==> src/rtl/evd_pkg.sv <==
package evd_pkg;
  localparam int unsigned WORD_W    = 32;
  localparam int unsigned NWORDS    = 8;
  localparam int unsigned QSZ_W     = 4;
  localparam int unsigned TGT_BLK_W = 4;
  localparam int unsigned TGT_IDX_W = 19;
  localparam int unsigned PRIO_W    = 8;

  // bit positions, LSB = 0
  localparam int unsigned B_VALID   = 31;
  localparam int unsigned B_ENQ     = 30;
  localparam int unsigned B_UCOND   = 29;
  localparam int unsigned B_QSZ_LO  = 16;
  localparam int unsigned B_GEN     = 22;
  localparam int unsigned B_FMT     = 23;
  localparam int unsigned B_TBLK_LO = 19;
  localparam int unsigned B_PRIO_LO = 16;
  localparam int unsigned PRIO_TOP  = 7;

  typedef enum logic [2:0] {
    ST_IDLE, ST_FETCH, ST_DROP, ST_POST, ST_WBACK, ST_DECIDE
  } ctl_state_e;

  typedef struct packed {
    logic                  valid;
    logic                  enq;
    logic                  ucond;
    logic [QSZ_W-1:0]      qsize;
    logic [WORD_W-1:0]     qword;
    logic                  fmt;
    logic [TGT_BLK_W-1:0]  tgt_blk;
    logic [TGT_IDX_W-1:0]  tgt_idx;
    logic [PRIO_W-1:0]     prio;
  } desc_fields_t;
endpackage

==> src/rtl/evd_field_decode.sv <==
module evd_field_decode
  import evd_pkg::*;
#(
  parameter int unsigned NW = NWORDS,
  parameter int unsigned WW = WORD_W
) (
  input  logic [NW*WW-1:0] words,
  output desc_fields_t     fields
);
  logic [WW-1:0] w [NW];

  for (genvar k = 0; k < NW; k++) begin : g_split
    assign w[k] = words[k*WW +: WW];
  end

  logic unused_words;
  assign unused_words = ^words;

  always_comb begin
    fields         = '0;
    fields.valid   = w[0][B_VALID];
    fields.enq     = w[0][B_ENQ];
    fields.ucond   = w[0][B_UCOND];
    fields.qsize   = w[0][B_QSZ_LO +: QSZ_W];
    fields.qword   = w[1];
    fields.fmt     = w[6][B_FMT];
    fields.tgt_blk = w[6][B_TBLK_LO +: TGT_BLK_W];
    fields.tgt_idx = w[6][TGT_IDX_W-1:0];
    fields.prio    = w[7][B_PRIO_LO +: PRIO_W];
  end
endmodule

==> src/rtl/evd_ring_advance.sv <==
module evd_ring_advance
  import evd_pkg::*;
#(
  parameter int unsigned QIDX_W   = 22,
  parameter int unsigned QSZ_BASE = 10,
  parameter int unsigned QSZ_CAP  = 12,
  parameter int unsigned GEN_BIT  = B_GEN
) (
  input  logic [WORD_W-1:0] w1_cur,
  input  logic [QSZ_W-1:0]  qsize,
  output logic [WORD_W-1:0] w1_next
);
  localparam logic [QIDX_W-1:0] ONE_I = QIDX_W'(1);
  localparam logic [QSZ_W-1:0]  CAP_C = QSZ_W'(QSZ_CAP);

  logic [QSZ_W-1:0]  qs_eff;
  logic [QIDX_W:0]   span;
  logic [QIDX_W-1:0] idx_mask;
  logic [QIDX_W-1:0] idx_inc;
  logic              wrapped;

  always_comb begin
    qs_eff   = (qsize > CAP_C) ? CAP_C : qsize;
    span     = (QIDX_W+1)'(1) << (int'(qs_eff) + QSZ_BASE);
    idx_mask = span[QIDX_W-1:0] - ONE_I;
    idx_inc  = (w1_cur[QIDX_W-1:0] + ONE_I) & idx_mask;
    wrapped  = (idx_inc == '0);
    w1_next              = w1_cur;
    w1_next[QIDX_W-1:0]  = idx_inc;
    w1_next[GEN_BIT]     = w1_cur[GEN_BIT] ^ wrapped;
  end
endmodule

==> src/rtl/evd_ctrl_fsm.sv <==
module evd_ctrl_fsm
  import evd_pkg::*;
#(
  parameter int unsigned BLK_W  = 4,
  parameter int unsigned IDX_W  = 24,
  parameter int unsigned QIDX_W = 22,
  localparam int unsigned EVD_W  = WORD_W - 1,
  localparam int unsigned WSEL_W = $clog2(NWORDS)
) (
  input  logic                 clk,
  input  logic                 rst_n,
  input  logic                 trig_valid,
  output logic                 trig_ready,
  input  logic [BLK_W-1:0]     trig_blk,
  input  logic [IDX_W-1:0]     trig_idx,
  input  logic [EVD_W-1:0]     trig_data,
  output logic                 tbl_req,
  output logic                 tbl_we,
  output logic [WSEL_W-1:0]    tbl_word,
  output logic [BLK_W-1:0]     tbl_blk,
  output logic [IDX_W-1:0]     tbl_idx,
  input  logic                 tbl_ack,
  input  logic                 tbl_err,
  input  desc_fields_t         dec,
  output logic                 post_req,
  output logic [QIDX_W-1:0]    post_index,
  output logic [WORD_W-1:0]    post_data,
  input  logic                 post_ack,
  output logic                 ntf_valid,
  output logic [TGT_BLK_W-1:0] ntf_blk,
  output logic [TGT_IDX_W-1:0] ntf_idx,
  output logic [PRIO_W-1:0]    ntf_prio,
  output logic                 drop_err,
  output logic                 unimpl_err,
  output logic [WORD_W-1:0]    held_w1,
  output logic [QSZ_W-1:0]     held_qsize
);
  localparam logic [PRIO_W-1:0] PRIO_LIM = PRIO_W'(PRIO_TOP);

  ctl_state_e        st_q, st_d;
  logic [BLK_W-1:0]  blk_q;
  logic [IDX_W-1:0]  idx_q;
  logic [EVD_W-1:0]  data_q;
  desc_fields_t      desc_q;
  logic              trig_en, desc_en;
  logic              masked, fwd;

  assign trig_en = (st_q == ST_IDLE) && trig_valid;
  assign desc_en = (st_q == ST_FETCH) && tbl_ack;

  // next state
  always_comb begin
    st_d = st_q;
    unique case (st_q)
      ST_IDLE:   if (trig_valid) st_d = ST_FETCH;
      ST_FETCH:  if (tbl_ack) begin
                   if (tbl_err || !dec.valid) st_d = ST_DROP;
                   else if (dec.enq)          st_d = ST_POST;
                   else                       st_d = ST_DECIDE;
                 end
      ST_DROP:   st_d = ST_IDLE;
      ST_POST:   if (post_ack) st_d = ST_WBACK;
      ST_WBACK:  if (tbl_ack)  st_d = ST_DECIDE;
      ST_DECIDE: st_d = ST_IDLE;
      default:   st_d = ST_IDLE;
    endcase
  end

  always_ff @(posedge clk or negedge rst_n) begin
    if (!rst_n) st_q <= ST_IDLE;
    else        st_q <= st_d;
  end

  always_ff @(posedge clk or negedge rst_n) begin
    if (!rst_n) begin
      blk_q  <= '0;
      idx_q  <= '0;
      data_q <= '0;
    end else if (trig_en) begin
      blk_q  <= trig_blk;
      idx_q  <= trig_idx;
      data_q <= trig_data;
    end
  end

  always_ff @(posedge clk or negedge rst_n) begin
    if (!rst_n)       desc_q <= '0;
    else if (desc_en) desc_q <= dec;
  end

  // decision
  always_comb begin
    masked = !desc_q.fmt && (desc_q.prio > PRIO_LIM);
    fwd    = !masked && desc_q.ucond;
  end

  always_comb begin
    trig_ready = (st_q == ST_IDLE);
    tbl_req    = (st_q == ST_FETCH) || (st_q == ST_WBACK);
    tbl_we     = (st_q == ST_WBACK);
    tbl_word   = (st_q == ST_WBACK) ? WSEL_W'(1) : '0;
    tbl_blk    = blk_q;
    tbl_idx    = idx_q;
    post_req   = (st_q == ST_POST);
    post_index = desc_q.qword[QIDX_W-1:0];
    post_data  = {desc_q.qword[B_GEN], data_q};
    drop_err   = (st_q == ST_DROP);
    ntf_valid  = (st_q == ST_DECIDE) && fwd;
    unimpl_err = (st_q == ST_DECIDE) && !masked && !desc_q.ucond;
    ntf_blk    = desc_q.tgt_blk;
    ntf_idx    = desc_q.tgt_idx;
    ntf_prio   = desc_q.fmt ? '0 : desc_q.prio;
    held_w1    = desc_q.qword;
    held_qsize = desc_q.qsize;
  end

  // a new trigger is taken only when no access is outstanding
  a_r2_ready_quiet: assert property (@(posedge clk) disable iff (!rst_n)
    trig_ready |-> (!tbl_req && !post_req));
  // table request held with stable address until acknowledged
  a_r2_req_hold: assert property (@(posedge clk) disable iff (!rst_n)
    (tbl_req && !tbl_ack) |=> (tbl_req && $stable(tbl_idx) && $stable(tbl_blk)));
  // post request held with stable payload until acknowledged
  a_r4_post_hold: assert property (@(posedge clk) disable iff (!rst_n)
    (post_req && !post_ack) |=> (post_req && $stable(post_data) && $stable(post_index)));
  // a table write starts only right after a post
  a_r5_write_after_post: assert property (@(posedge clk) disable iff (!rst_n)
    $rose(tbl_we) |-> $past(post_req));
  // forwarded priorities lie in the active range
  a_r8_prio_range: assert property (@(posedge clk) disable iff (!rst_n)
    ntf_valid |-> (ntf_prio <= PRIO_LIM));
  // outcome pulses are mutually exclusive
  a_r12_one_outcome: assert property (@(posedge clk) disable iff (!rst_n)
    $onehot0({ntf_valid, drop_err, unimpl_err}));
  // outcome pulses last one cycle
  a_r12_pulse: assert property (@(posedge clk) disable iff (!rst_n)
    (ntf_valid || drop_err || unimpl_err) |=> trig_ready);
endmodule

==> src/rtl/evd_notify_ctrl.sv <==
module evd_notify_ctrl
  import evd_pkg::*;
#(
  parameter int unsigned BLK_W    = 4,
  parameter int unsigned IDX_W    = 24,
  parameter int unsigned QIDX_W   = 22,
  parameter int unsigned QSZ_BASE = 10,
  parameter int unsigned QSZ_CAP  = 12,
  localparam int unsigned EVD_W  = WORD_W - 1,
  localparam int unsigned TBL_W  = NWORDS * WORD_W,
  localparam int unsigned WSEL_W = $clog2(NWORDS)
) (
  input  logic                 clk,
  input  logic                 rst_n,
  input  logic                 trig_valid,
  output logic                 trig_ready,
  input  logic [BLK_W-1:0]     trig_blk,
  input  logic [IDX_W-1:0]     trig_idx,
  input  logic [EVD_W-1:0]     trig_data,
  output logic                 tbl_req,
  output logic                 tbl_we,
  output logic [WSEL_W-1:0]    tbl_word,
  output logic [BLK_W-1:0]     tbl_blk,
  output logic [IDX_W-1:0]     tbl_idx,
  output logic [WORD_W-1:0]    tbl_wdata,
  input  logic                 tbl_ack,
  input  logic                 tbl_err,
  input  logic [TBL_W-1:0]     tbl_rdata,
  output logic                 post_req,
  output logic [QIDX_W-1:0]    post_index,
  output logic [WORD_W-1:0]    post_data,
  input  logic                 post_ack,
  output logic                 ntf_valid,
  output logic [TGT_BLK_W-1:0] ntf_blk,
  output logic [TGT_IDX_W-1:0] ntf_idx,
  output logic [PRIO_W-1:0]    ntf_prio,
  output logic                 drop_err,
  output logic                 unimpl_err
);
  desc_fields_t      dec;
  logic [WORD_W-1:0] held_w1;
  logic [QSZ_W-1:0]  held_qsize;

  evd_field_decode #(.NW(NWORDS), .WW(WORD_W)) i_decode (
    .words  (tbl_rdata),
    .fields (dec)
  );

  evd_ctrl_fsm #(.BLK_W(BLK_W), .IDX_W(IDX_W), .QIDX_W(QIDX_W)) i_fsm (
    .clk        (clk),
    .rst_n      (rst_n),
    .trig_valid (trig_valid),
    .trig_ready (trig_ready),
    .trig_blk   (trig_blk),
    .trig_idx   (trig_idx),
    .trig_data  (trig_data),
    .tbl_req    (tbl_req),
    .tbl_we     (tbl_we),
    .tbl_word   (tbl_word),
    .tbl_blk    (tbl_blk),
    .tbl_idx    (tbl_idx),
    .tbl_ack    (tbl_ack),
    .tbl_err    (tbl_err),
    .dec        (dec),
    .post_req   (post_req),
    .post_index (post_index),
    .post_data  (post_data),
    .post_ack   (post_ack),
    .ntf_valid  (ntf_valid),
    .ntf_blk    (ntf_blk),
    .ntf_idx    (ntf_idx),
    .ntf_prio   (ntf_prio),
    .drop_err   (drop_err),
    .unimpl_err (unimpl_err),
    .held_w1    (held_w1),
    .held_qsize (held_qsize)
  );

  evd_ring_advance #(
    .QIDX_W(QIDX_W), .QSZ_BASE(QSZ_BASE), .QSZ_CAP(QSZ_CAP), .GEN_BIT(B_GEN)
  ) i_ring (
    .w1_cur  (held_w1),
    .qsize   (held_qsize),
    .w1_next (tbl_wdata)
  );

  // a written word keeps every bit above the generation bit
  a_r6_upper_kept: assert property (@(posedge clk) disable iff (!rst_n)
    (tbl_req && tbl_we) |-> (tbl_wdata[WORD_W-1:B_GEN+1] == held_w1[WORD_W-1:B_GEN+1]));
endmodule

==> config.mk <==
export PLATFORM = sky130hd
export DESIGN_NAME = evd_notify_ctrl
export DESIGN_NICKNAME = d
export VERILOG_FILES = /design/src/rtl/evd_pkg.sv /design/src/rtl/evd_field_decode.sv /design/src/rtl/evd_ring_advance.sv /design/src/rtl/evd_ctrl_fsm.sv /design/src/rtl/evd_notify_ctrl.sv
export SDC_FILE = /design/constraint.sdc
export NUM_CORES = 1
export LEC_CHECK = 0
export BUFFER_PORTS_ARGS = -buffer_cell sky130_fd_sc_hd__buf_4
export CORE_AREA = 4 4 183 185
export DETAILED_ROUTE_END_ITERATION = 7
export DIE_AREA = 0 0 187 189
export GPL_ROUTABILITY_DRIVEN = 0
export PLACE_DENSITY = 0.48
export RECOVER_POWER = 100
export SYNTH_ARGS = -nofsm -noshare
export SYNTH_HDL_FRONTEND = slang
export SYNTH_SLANG_ARGS = --single-unit
==> constraint.sdc <==
create_clock -name clk -period 3.2 [get_ports clk]
set_clock_uncertainty 0.05 [all_clocks]
set_input_delay 0.32 -clock clk [delete_from_list [all_inputs] [get_ports clk]]
set_output_delay 0.32 -clock clk [all_outputs]
set_load 0.01 [all_outputs]
# [After elaboration in Yosys (flattened, before gate mapping)]
# Cells that the tools add are included.
# Widths: inputs -> output; s select.
[totals] ff_bits=131 inputBits=321 wordCells=54
[op_classes] addsub=3 magnitude_cmp=2 n_eq_ne=9 shifts=1 mux=10 bitwise_logic=2 n_reduce_logical=16
[ops] op="$shl 1x32->22 const A" count=1
[ops] op="$add 22x1->22 const B" count=1
[ops] op="$and 22x22->22" count=1
[ops] op="$logic_not 22->1" count=1
[ops] op="$sub 22x1->22 const B" count=1
[ops] op="$mux 3" count=6
[ops] op="$pmux 3 s4" count=1
[ops] op="$gt 8x3->1 const B" count=1
[ops] op="$mux 8" count=1
[ops] op="$logic_and 1x1->1" count=7
[ops] op="$eq 3x2->1 const B" count=2
[ops] op="$eq 3x3->1 const B" count=2
[ops] op="$add 4x4->5 const B" count=1
[ops] op="$gt 4x4->1 const B" count=1
[ops] op="$logic_not 1->1" count=4
[ops] op="$mux 4" count=1
[ops] op="$ne 2x1->1 const B" count=2
[ops] op="$ne 2x2->1 const B" count=2
[ops] op="$reduce_and 4->1" count=1
[ops] op="$eq 3x1->1 const B" count=1
[ops] op="$logic_not 3->1" count=1
[ops] op="$logic_or 1x1->1" count=2
[ops] op="$mux 1" count=1
[ops] op="$xor 1x1->1" count=1

# [Longest topological paths before layout]
# Gate-level depths: netlist (run 1).
[logic_depth] depth_word=8 depth_mapped=16 depth_no_buf=14

# [Modules after synthesis]
# Synthesis (run 1) repeated with hierarchy kept, for this count alone.
[unflattened] hier_cells=659 area_unflattened_um2=7434.6
[modules_own_cells] mod="evd_ctrl_fsm" n_inst=1 cells_each=401 area_each_um2=5733.0 seq_area_each_um2=3278.1
[modules_own_cells] mod="evd_ring_advance" n_inst=1 cells_each=187 area_each_um2=1168.6 seq_area_each_um2=0.0
[modules_own_cells] mod="evd_field_decode" n_inst=1 cells_each=71 area_each_um2=533.0 seq_area_each_um2=0.0

# [Least setup slack after synthesis (run 1)]
# Ideal clock, no wire load.
[synth_path] path_kind="reg-to-output" startpoint="register i_fsm.desc_q, in the netlist i_fsm.held_qsize[2]" endpoint="output port tbl_wdata[22]" arrival_ns=3.122 path_slack_ns=-0.292 path_stages_with_launch=16 path_buffers=2 path_cell_list="dfrtp_1 > clkbuf_1 > a21oi_1 > ha_1 > nor2b_1 > nand4_1 > ha_1 > clkbuf_1 > nand2_1 > nor2_1 > a221oi_1 > o22ai_1 > nor4_1 > and4b_1 > nand3_2 > xnor2_1"
[synth_between] elab_chain_len=8
[synth_rtl] element="start: declaration" line_no="evd_ctrl_fsm.sv:44" text="desc_fields_t desc_q;"
[synth_rtl] element="start signal: assignment" line_no="evd_ctrl_fsm.sv:87" text="if (!rst_n) desc_q <= '0;"
[synth_rtl] element="start signal: assignment" line_no="evd_ctrl_fsm.sv:88" text="else if (desc_en) desc_q <= dec;"
[synth_rtl] element="$gt 4x4->1" line_no="evd_ring_advance.sv:23" text="qs_eff = (qsize > CAP_C) ? CAP_C : qsize;"
[synth_rtl] element="$mux 4 *" line_no="evd_ring_advance.sv:23"
[synth_rtl] element="$add 4x4->5 *" line_no="evd_ring_advance.sv:24" text="span = (QIDX_W+1)'(1) << (int'(qs_eff) + QSZ_BASE);"
[synth_rtl] element="$shl 1x32->22 *" line_no="evd_ring_advance.sv:24"
[synth_rtl] element="$sub 22x1->22 *" line_no="evd_ring_advance.sv:25" text="idx_mask = span[QIDX_W-1:0] - ONE_I;"
[synth_rtl] element="$and 22x22->22 *" line_no="evd_ring_advance.sv:26" text="idx_inc = (w1_cur[QIDX_W-1:0] + ONE_I) & idx_mask;"
[synth_rtl] element="$logic_not 22->1 *" line_no="evd_ring_advance.sv:27" text="wrapped = (idx_inc == '0);"
[synth_rtl] element="$xor 1x1->1 *" line_no="evd_ring_advance.sv:30" text="w1_next[GEN_BIT] = w1_cur[GEN_BIT] ^ wrapped;"
[synth_rtl] element="end: declaration" line_no="evd_notify_ctrl.sv:25" text="output logic [WORD_W-1:0] tbl_wdata,"
# Every way passes the cells marked *; elsewhere a longest branch is shown, timed or not.

# [Worst setup path after layout (run 1)]
[layout_path] startpoint="register i_fsm.desc_q, in the netlist i_fsm.held_qsize[3]" endpoint="output port tbl_wdata[22]"
# Same word-level chain as after synthesis.

==> flow_metrics.py, run 1 <==
metrics = {
    "global_route": {
        "grt_use_total_pct": 12.5,
        "grt-ovfl-total": 0,
        "grt_max_degree": 72,
        "initial_antenna_violation_count": 5,
        "first_global_vias": 5585,
        "global_route_wire_length_before_repair_um": 33700,
    },
    "status": {
        "violated_checks": "max-capacitance violations, max-slew violations, negative setup slack",
        "run_status": "finished with violations",
    },
    "floorplanning": {
        "dieArea_um2": 35300,
        "io_pins": 476,
        "floorplan.die.width_um": 187,
        "die_height_um": 189,
        "coreArea_um2": 32000,
        "start_util_pct": 20.1,
        "num_rows": 66,
    },
    "worst_hold_path": {
        "min_delay_path_class": "in2reg",
        "hold_path_end": "i_fsm.held_w1[19]$_DFFE_PN0P_",
        "min_path_cells": 3,
        "timing.hold.worst.start": "tbl_rdata[51]",
    },
    "synthesis": {
        "proportion_of_register_bits_with_asynchronous_set_or_reset_after_synthesis_pct": 100,
        "postSynthCellCount": 550,
        "top_post_synthesis_cells_by_count": "dfrtp_1 (131), mux2_2 (123), buf_4 (58), nor2_1 (30), nand2_1 (23)",
        "synth_top_cell_area_share_pct": 50.8,
        "postSynthRegisterBits": 131,
        "synthDominantAreaCellType": "dfrtp_1",
        "synth.yosys.seq_area_share_pct": 50.8,
        "cells_taking_the_most_area_after_synthesis": "dfrtp_1 (51%), mux2_2 (21%), buf_4 (6.7%)",
        "post-synth-top-count-cell": "dfrtp_1",
        "synth-edff-count": 0,
        "ys_dominant_reg_cell": "dfrtp_1",
        "synth.yosys.warnings": 0,
        "netlist_area_um2": 6450,
        "ys_types": 48,
        "synth_area_per_cell_um2": 11.7,
    },
    "sta": {
        "worst-slew-pin-transition_ns": 1.64,
        "final.min_clock_period_ns": 3.56,
        "fin_crit_sh_pct": 111,
        "timing_hold_violations_final": 0,
        "clock.fmax_mhz": 281,
        "fin_tns_setup_ns": -0.697,
        "grt_setup_unrepaired": "true",
        "worst_hold_slack_ns": 0.0462,
        "setup_viol": 2,
        "slew_violations": 63,
        "setup_slack_ns": -0.365,
        "worst_slew_margin_rel_pct": -9.33,
    },
    "clock_tree": {
        "clockBufferDepth": 2,
        "cts_tree": "yes",
        "skew_pair_late_insertion_delay_ns": 0.43,
        "clockRootBuffer": "clkbuf_16",
        "cts_buffers": 17,
        "clock_sinks": 131,
        "cts_max_level": 4,
        "clkTransAtPathRegs_ns": 0.06,
    },
    "detailed_routing": {
        "avgViaCountPerCell": 4.15,
        "wirelength_um": 22000,
        "num_vias": 5191,
        "remaining_drc_errors": 0,
        "detail_route.iter0.violations": 193,
        "drtPass1Iterations": 4,
        "detail_route.wl_per_cell_um": 17.6,
        "antenna_violating_nets_post_route": 0,
    },
    "layout": {
        "multi_input_comb_area_um2": 2720,
        "num-fill-cells": 3496,
        "area.growth.synth_to_final_pct": 42.4,
        "finish.net_count": 1154,
        "final_layout_size_suffix_gt1_share_pct": 45.7,
        "seqCellArea_um2": 3280,
    },
    "worst_setup_path": {
        "worst_ep_required_time_ns": 2.83,
        "worstReg2RegEnd": "i_fsm.held_w1[27]$_DFFE_PN0P_",
        "setup.worst_path.start_class": "flop",
        "worstReg2RegStart": "i_fsm.st_q[2]$_DFFE_PN0P_",
        "r2r.worst_path.cells": 4,
        "worst-r2r-setup-slack_ns": 0.06,
        "worstPathArrival_ns": 3.19,
        "cp_max_fo": 6,
        "criticalPathCategory": "reg2out",
        "timing.critical_path.to_type": "output port",
    },
    "power": {
        "vdd_ir_drop_max_uv": 470,
        "cellLeakagePower_nw": 3.92,
        "power.density_nw_per_um2": 1080,
    },
    "place": {
        "detailedPlacementHpwl_um": 17300,
        "port-buffer-count": 288,
    },
    "flow_run": {
        "drv.max_cap_violation_count": 2,
    },
}
[how the worst max path moves through the flow]
stage | slack [ns] | cells past startpoint | end | from
4_1_cts | -0.42 | 15 | tbl_wdata[22] | i_fsm.held_qsize[3]$_DFFE_PN0P_
2_1_floorplan | 0.03 | 14 | tbl_wdata[22] | i_fsm.held_qsize[2]$_DFFE_PN0P_
3_5_place_dp | -0.22 | 15 | tbl_wdata[22] | i_fsm.held_qsize[2]$_DFFE_PN0P_
6_report | -0.36 | 15 | tbl_wdata[22] | i_fsm.held_qsize[3]$_DFFE_PN0P_
3_3_place_gp | -0.23 | 15 | tbl_wdata[22] | i_fsm.held_qsize[2]$_DFFE_PN0P_
5_1_grt | -0.61 | 16 | tbl_wdata[22] | i_fsm.held_qsize[3]$_DFFE_PN0P_
[sequential cells by signal, indices dropped and copies added, names as in the netlist, 4 cells and up]
name / cells
i_fsm.tbl_idx: 24
i_fsm.held_w1: 32
i_fsm.desc_q: 10
i_fsm.tbl_blk: 4
i_fsm.ntf_blk: 4
i_fsm.held_qsize: 4
i_fsm.ntf_idx: 19
i_fsm.data_q: 31
[worst max-delay path, cell delays in order (launching register included)]
cell and delay [ns]:
dfrtp_1 0.40, a21oi_2 0.19, ha_4 0.24, nor2b_4 0.14, nand4_1 0.15, ha_4 0.22, nor4b_1 0.30, a21oi_1 0.09
a2bb2oi_1 0.16, o22ai_1 0.19, nor4_1 0.06, buf_4 0.14, and4b_1 0.18, nand3_2 0.08, xnor2_2 0.10, buf_4 0.13
[layer usage]
| layer | vias up | track usage [%] | part of all wire [%] |
|---|---|---|---|
| met2 | 216 | 20.2 | 48 |
| met5 | - | 0 | 0.34 |
| li1 | 2426 | - | - |
| met1 | 2509 | 14.0 | 40 |
| met3 | 30 | 7.13 | 11 |
| met4 | 10 | 3.92 | 1.6 |
[stage by stage]
step / cell area [µm²] / utilization, % / std cells / power (mW) / worst slack [ns]
3_5_place_dp: 8990 / 28.1 / 1207 / 8.65 / -0.224
6_report: 9190 / 28.7 / 1252 / 9.92 / -0.365
3_3_place_gp: 8990 / 28.1 / 1207 / 8.61 / -0.227
4_1_cts: 9700 / 30.3 / 1249 / 10.8 / -0.422
2_1_floorplan: 6480 / - / 551 / 6.20 / 0.0330
5_1_grt: 9190 / 28.7 / 1251 / 10.7 / -0.608
[where the power goes]
part	switching, mW	leakage (nW)	internal, mW	total (mW)
Clock	0.784	0.268	1.11	1.89
Combinational	2.59	2.11	2.34	4.93
Sequential	0.587	1.55	2.51	3.10
Total	3.96	3.92	5.96	9.92
[logic make-up (layout without fill, tap and decap cells)]
| family | count (synthesis) | count (layout) | synth area share [%] |
|---|---|---|---|
| buffers and inverters | 94 | 386 | 8.86 |
| AO/OA/AOI/OAI | 49 | 49 | 4.46 |
| adder cells (fa/ha/maj) | 3 | 3 | 0.582 |
| flip-flops | 131 | 131 | 50.8 |
| multiplexers | 123 | 123 | 21.5 |
| XOR/XNOR | 23 | 23 | 3.12 |
| other | 1 | 3 | 0.0581 |
| AND/OR/NAND/NOR | 126 | 126 | 10.6 |
[timing repair]
| action | CTS | global route |
|---|---|---|
| pin swaps | 7 | 5 |
| resized for setup | 15 | 6 |
| endpoints found under the hold margin | 60 | 0 |
| endpoints found under the setup margin | 6 | 5 |
| hold buffers | 1 | 0 |
| setup buffers | 9 | 2 |
[final cells by class]
cell class	count	area share, %
diodes	1	0.0272
well taps	408	5.56
inverters	10	0.409
repair buffers	344	22.6
multi-input cells	326	29.6
clock inverters	12	1.16
flip-flops and latches	131	35.7
clock buffers	20	4.97
[cells in the final DEF, fill, tap and decap left out, types with 10 or more instances in the layout]
cell	netlist	final
a21oi_1	17	14
clkbuf_1	22	136
o21ai_0	15	14
inv_1	10	10
clkbuf_16	0	17
nand2_1	23	22
buf_4	58	200
dfrtp_1	131	131
xor2_1	12	12
mux2_2	123	123
nor3_1	10	10
nor2_1	30	28
nor2b_1	13	12
Note: power is estimated with default switching activity, not from simulation.
==> inputs of run 2 (changes only) <==
- CELL_PAD_IN_SITES_DETAIL_PLACEMENT: unset -> 1
- CELL_PAD_IN_SITES_GLOBAL_PLACEMENT: unset -> 2
- CORE_AREA: 4 4 183 185 -> unset
- CORE_ASPECT_RATIO: unset -> 0.8
- CORE_MARGIN: unset -> 4
- CORE_UTILIZATION: unset -> 20
- DIE_AREA: 0 0 187 189 -> unset
- MAX_ROUTING_LAYER: unset -> met4
- PLACE_DENSITY: 0.48 -> 0.75
==> flow_metrics.py, run 2 (synthesis gave the netlist of run 1 again) <==
metrics = {
    "detailed_routing": {
        "num_vias": 5250,
        "remaining_drc_errors": 0,
        "antenna_violating_nets_post_route": 0,
        "wirelength_um": 24800,
        "detail_route.wl_per_cell_um": 19.8,
        "avgViaCountPerCell": 4.18,
        "detail_route.iter0.violations": 206,
        "drtPass1Iterations": 4,
    },
    "global_route": {
        "global_route_wire_length_before_repair_um": 37100,
        "first_global_vias": 5878,
        "initial_antenna_violation_count": 5,
        "grt-ovfl-total": 0,
        "grt_max_degree": 75,
        "grt_use_total_pct": 14.3,
    },
    "status": {
        "run_status": "finished with violations",
        "violated_checks": "max-capacitance violations, max-slew violations, negative setup slack",
    },
    "sta": {
        "clock.fmax_mhz": 279,
        "fin_crit_sh_pct": 112,
        "final.min_clock_period_ns": 3.58,
        "slew_violations": 135,
        "setup_slack_ns": -0.380,
        "setup_viol": 1,
        "grt_setup_unrepaired": "true",
        "worst-slew-pin-transition_ns": 2.04,
        "worst_slew_margin_rel_pct": -35.7,
        "timing_hold_violations_final": 0,
    },
    "floorplanning": {
        "die_height_um": 169,
        "io_pins": 476,
        "floorplan.die.width_um": 209,
        "dieArea_um2": 35200,
        "num_rows": 58,
        "coreArea_um2": 31600,
        "start_util_pct": 20.4,
    },
    "worst_setup_path": {
        "worst_path_dominant_cell_family": "simple AND/OR/NAND/NOR gates",
        "setup.worst_path.start_class": "flop",
        "crit_buf_inv": 3,
        "worstPathArrival_ns": 3.21,
        "worst_ep_required_time_ns": 2.83,
        "criticalPathCategory": "reg2out",
        "worst-r2r-setup-slack_ns": 0.16,
        "crit_path_max_incr_delay_ns": 0.45,
        "timing.critical_path.to_type": "output port",
        "critPathSlowestCell": "dfrtp_2",
        "ordered_list_of_cells_on_the_worst_path": "a21oi_2 -> ha_4 -> nor2b_4 -> nand4_1 -> ha_4 -> buf_4 -> a22oi_1 -> a21oi_1 -> buf_4 -> nor4_1 -> and4b_1 -> nand3_4 -> xnor2_2 -> buf_4",
        "cp_max_fo": 6,
        "critical-path-top-cell-by-count": "buf_4",
    },
    "place": {
        "detailedPlacementHpwl_um": 19100,
        "port-buffer-count": 288,
        "place_area_um2": 9010,
        "pre_cts_ws_ns": -0.128,
    },
    "clock_tree": {
        "clock_sinks": 131,
        "cts_buffers": 17,
        "clkTransAtPathRegs_ns": 0.06,
        "clockRootBuffer": "clkbuf_16",
        "cts_max_level": 4,
        "clockBufferDepth": 2,
        "cts_tree": "yes",
        "skew_pair_late_insertion_delay_ns": 0.43,
    },
    "layout": {
        "area.growth.synth_to_final_pct": 43.6,
        "most-common-layout-cells": "buf_4 (197), dfrtp_1 (130), clkbuf_1 (127)",
        "finalCoreUtilization_pct": 29.3,
        "finish.net_count": 1143,
        "finalInstanceArea_um2": 9270,
        "layout.cells.most_common": "buf_4",
        "num-fill-cells": 3693,
        "final_layout_size_suffix_gt1_share_pct": 47.2,
        "number_of_flip_flops_in_the_largest_register": 32,
    },
    "flow_run": {
        "drv.max_cap_violation_count": 2,
    },
    "power": {
        "cellLeakagePower_nw": 3.94,
        "power.density_nw_per_um2": 1110,
        "vdd_ir_drop_max_uv": 369,
    },
    "worst_hold_path": {
        "min_delay_path_class": "in2reg",
    },
}
run 2: worst reg2reg max path, stage by stage (launching register included):
cell      delay [ns]
dfrtp_1         0.47
nand2b_1        0.29
nor2_4          0.13
clkbuf_2        1.45
mux2_2          0.53
run 2: where the power goes:
group / switching (mW) / total, mW / internal (mW)
logic: 2.74 / 5.11 / 2.37
registers: 0.581 / 3.09 / 2.51
clock network: 0.919 / 2.11 / 1.19
total: 4.24 / 10.3 / 6.07
run 2: through the flow:
stage,hold slack (ns),power (mW),TNS (ns),cells
CTS,0.0288,11.0,-0.721,1253
detailed placement,0.262,8.76,-0.128,1219
global placement,0.256,8.66,-0.126,1219
floorplan,-0.0256,6.20,0,551
finish,0.0572,10.3,-0.380,1255
global route,0.0443,11.1,-3.55,1255
run 2: routing by layer:
| layer | wire (µm) | global-route usage, % |
|---|---|---|
| met1 | 9520 | 15.9 |
| met2 | 12800 | 23.7 |
| met3 | 2150 | 5.73 |
| met4 | 355 | 4.31 |
| met5 | 0 | - |
run 2: area by class of cell:
| cell class | count | area (µm²) | area share, % |
|---|---|---|---|
| inverter | 10 | 37.5 | 0.405 |
| sequential | 131 | 3280 | 35.4 |
| timing repair buffer | 333 | 2030 | 21.9 |
| clock buffer | 17 | 425 | 4.59 |
| multi-input combinational | 326 | 2780 | 30.0 |
| tap | 420 | 526 | 5.67 |
| clock inverter | 15 | 184 | 1.98 |
| antenna | 3 | 7.51 | 0.0810 |
run 2: repair_timing:
action	CTS	global route
buffers inserted	1	2
pin swaps	2	14
hold buffers	1	0
endpoints found under the hold margin	44	0
resized for setup	5	25
setup endpoints to repair	6	7
run 2: worst paths after layout:
path	depth (start not counted)	endpoint	start
max in group asynchronous	3	i_fsm.tbl_idx[22]$_DFFE_PN0P_	rst_n
setup reg to reg	4	i_fsm.held_w1[27]$_DFFE_PN0P_	i_fsm.st_q[2]$_DFFE_PN0P_
hold / removal	3	i_fsm.held_w1[20]$_DFFE_PN0P_	tbl_rdata[52]
setup / recovery	14	tbl_wdata[22]	i_fsm.held_qsize[2]$_DFFE_PN0P_
hold reg to reg	1	i_fsm.desc_q[3]$_DFFE_PN0P_	i_fsm.desc_q[3]$_DFFE_PN0P_
min in group asynchronous	2	i_fsm.held_w1[24]$_DFFE_PN0P_	rst_n
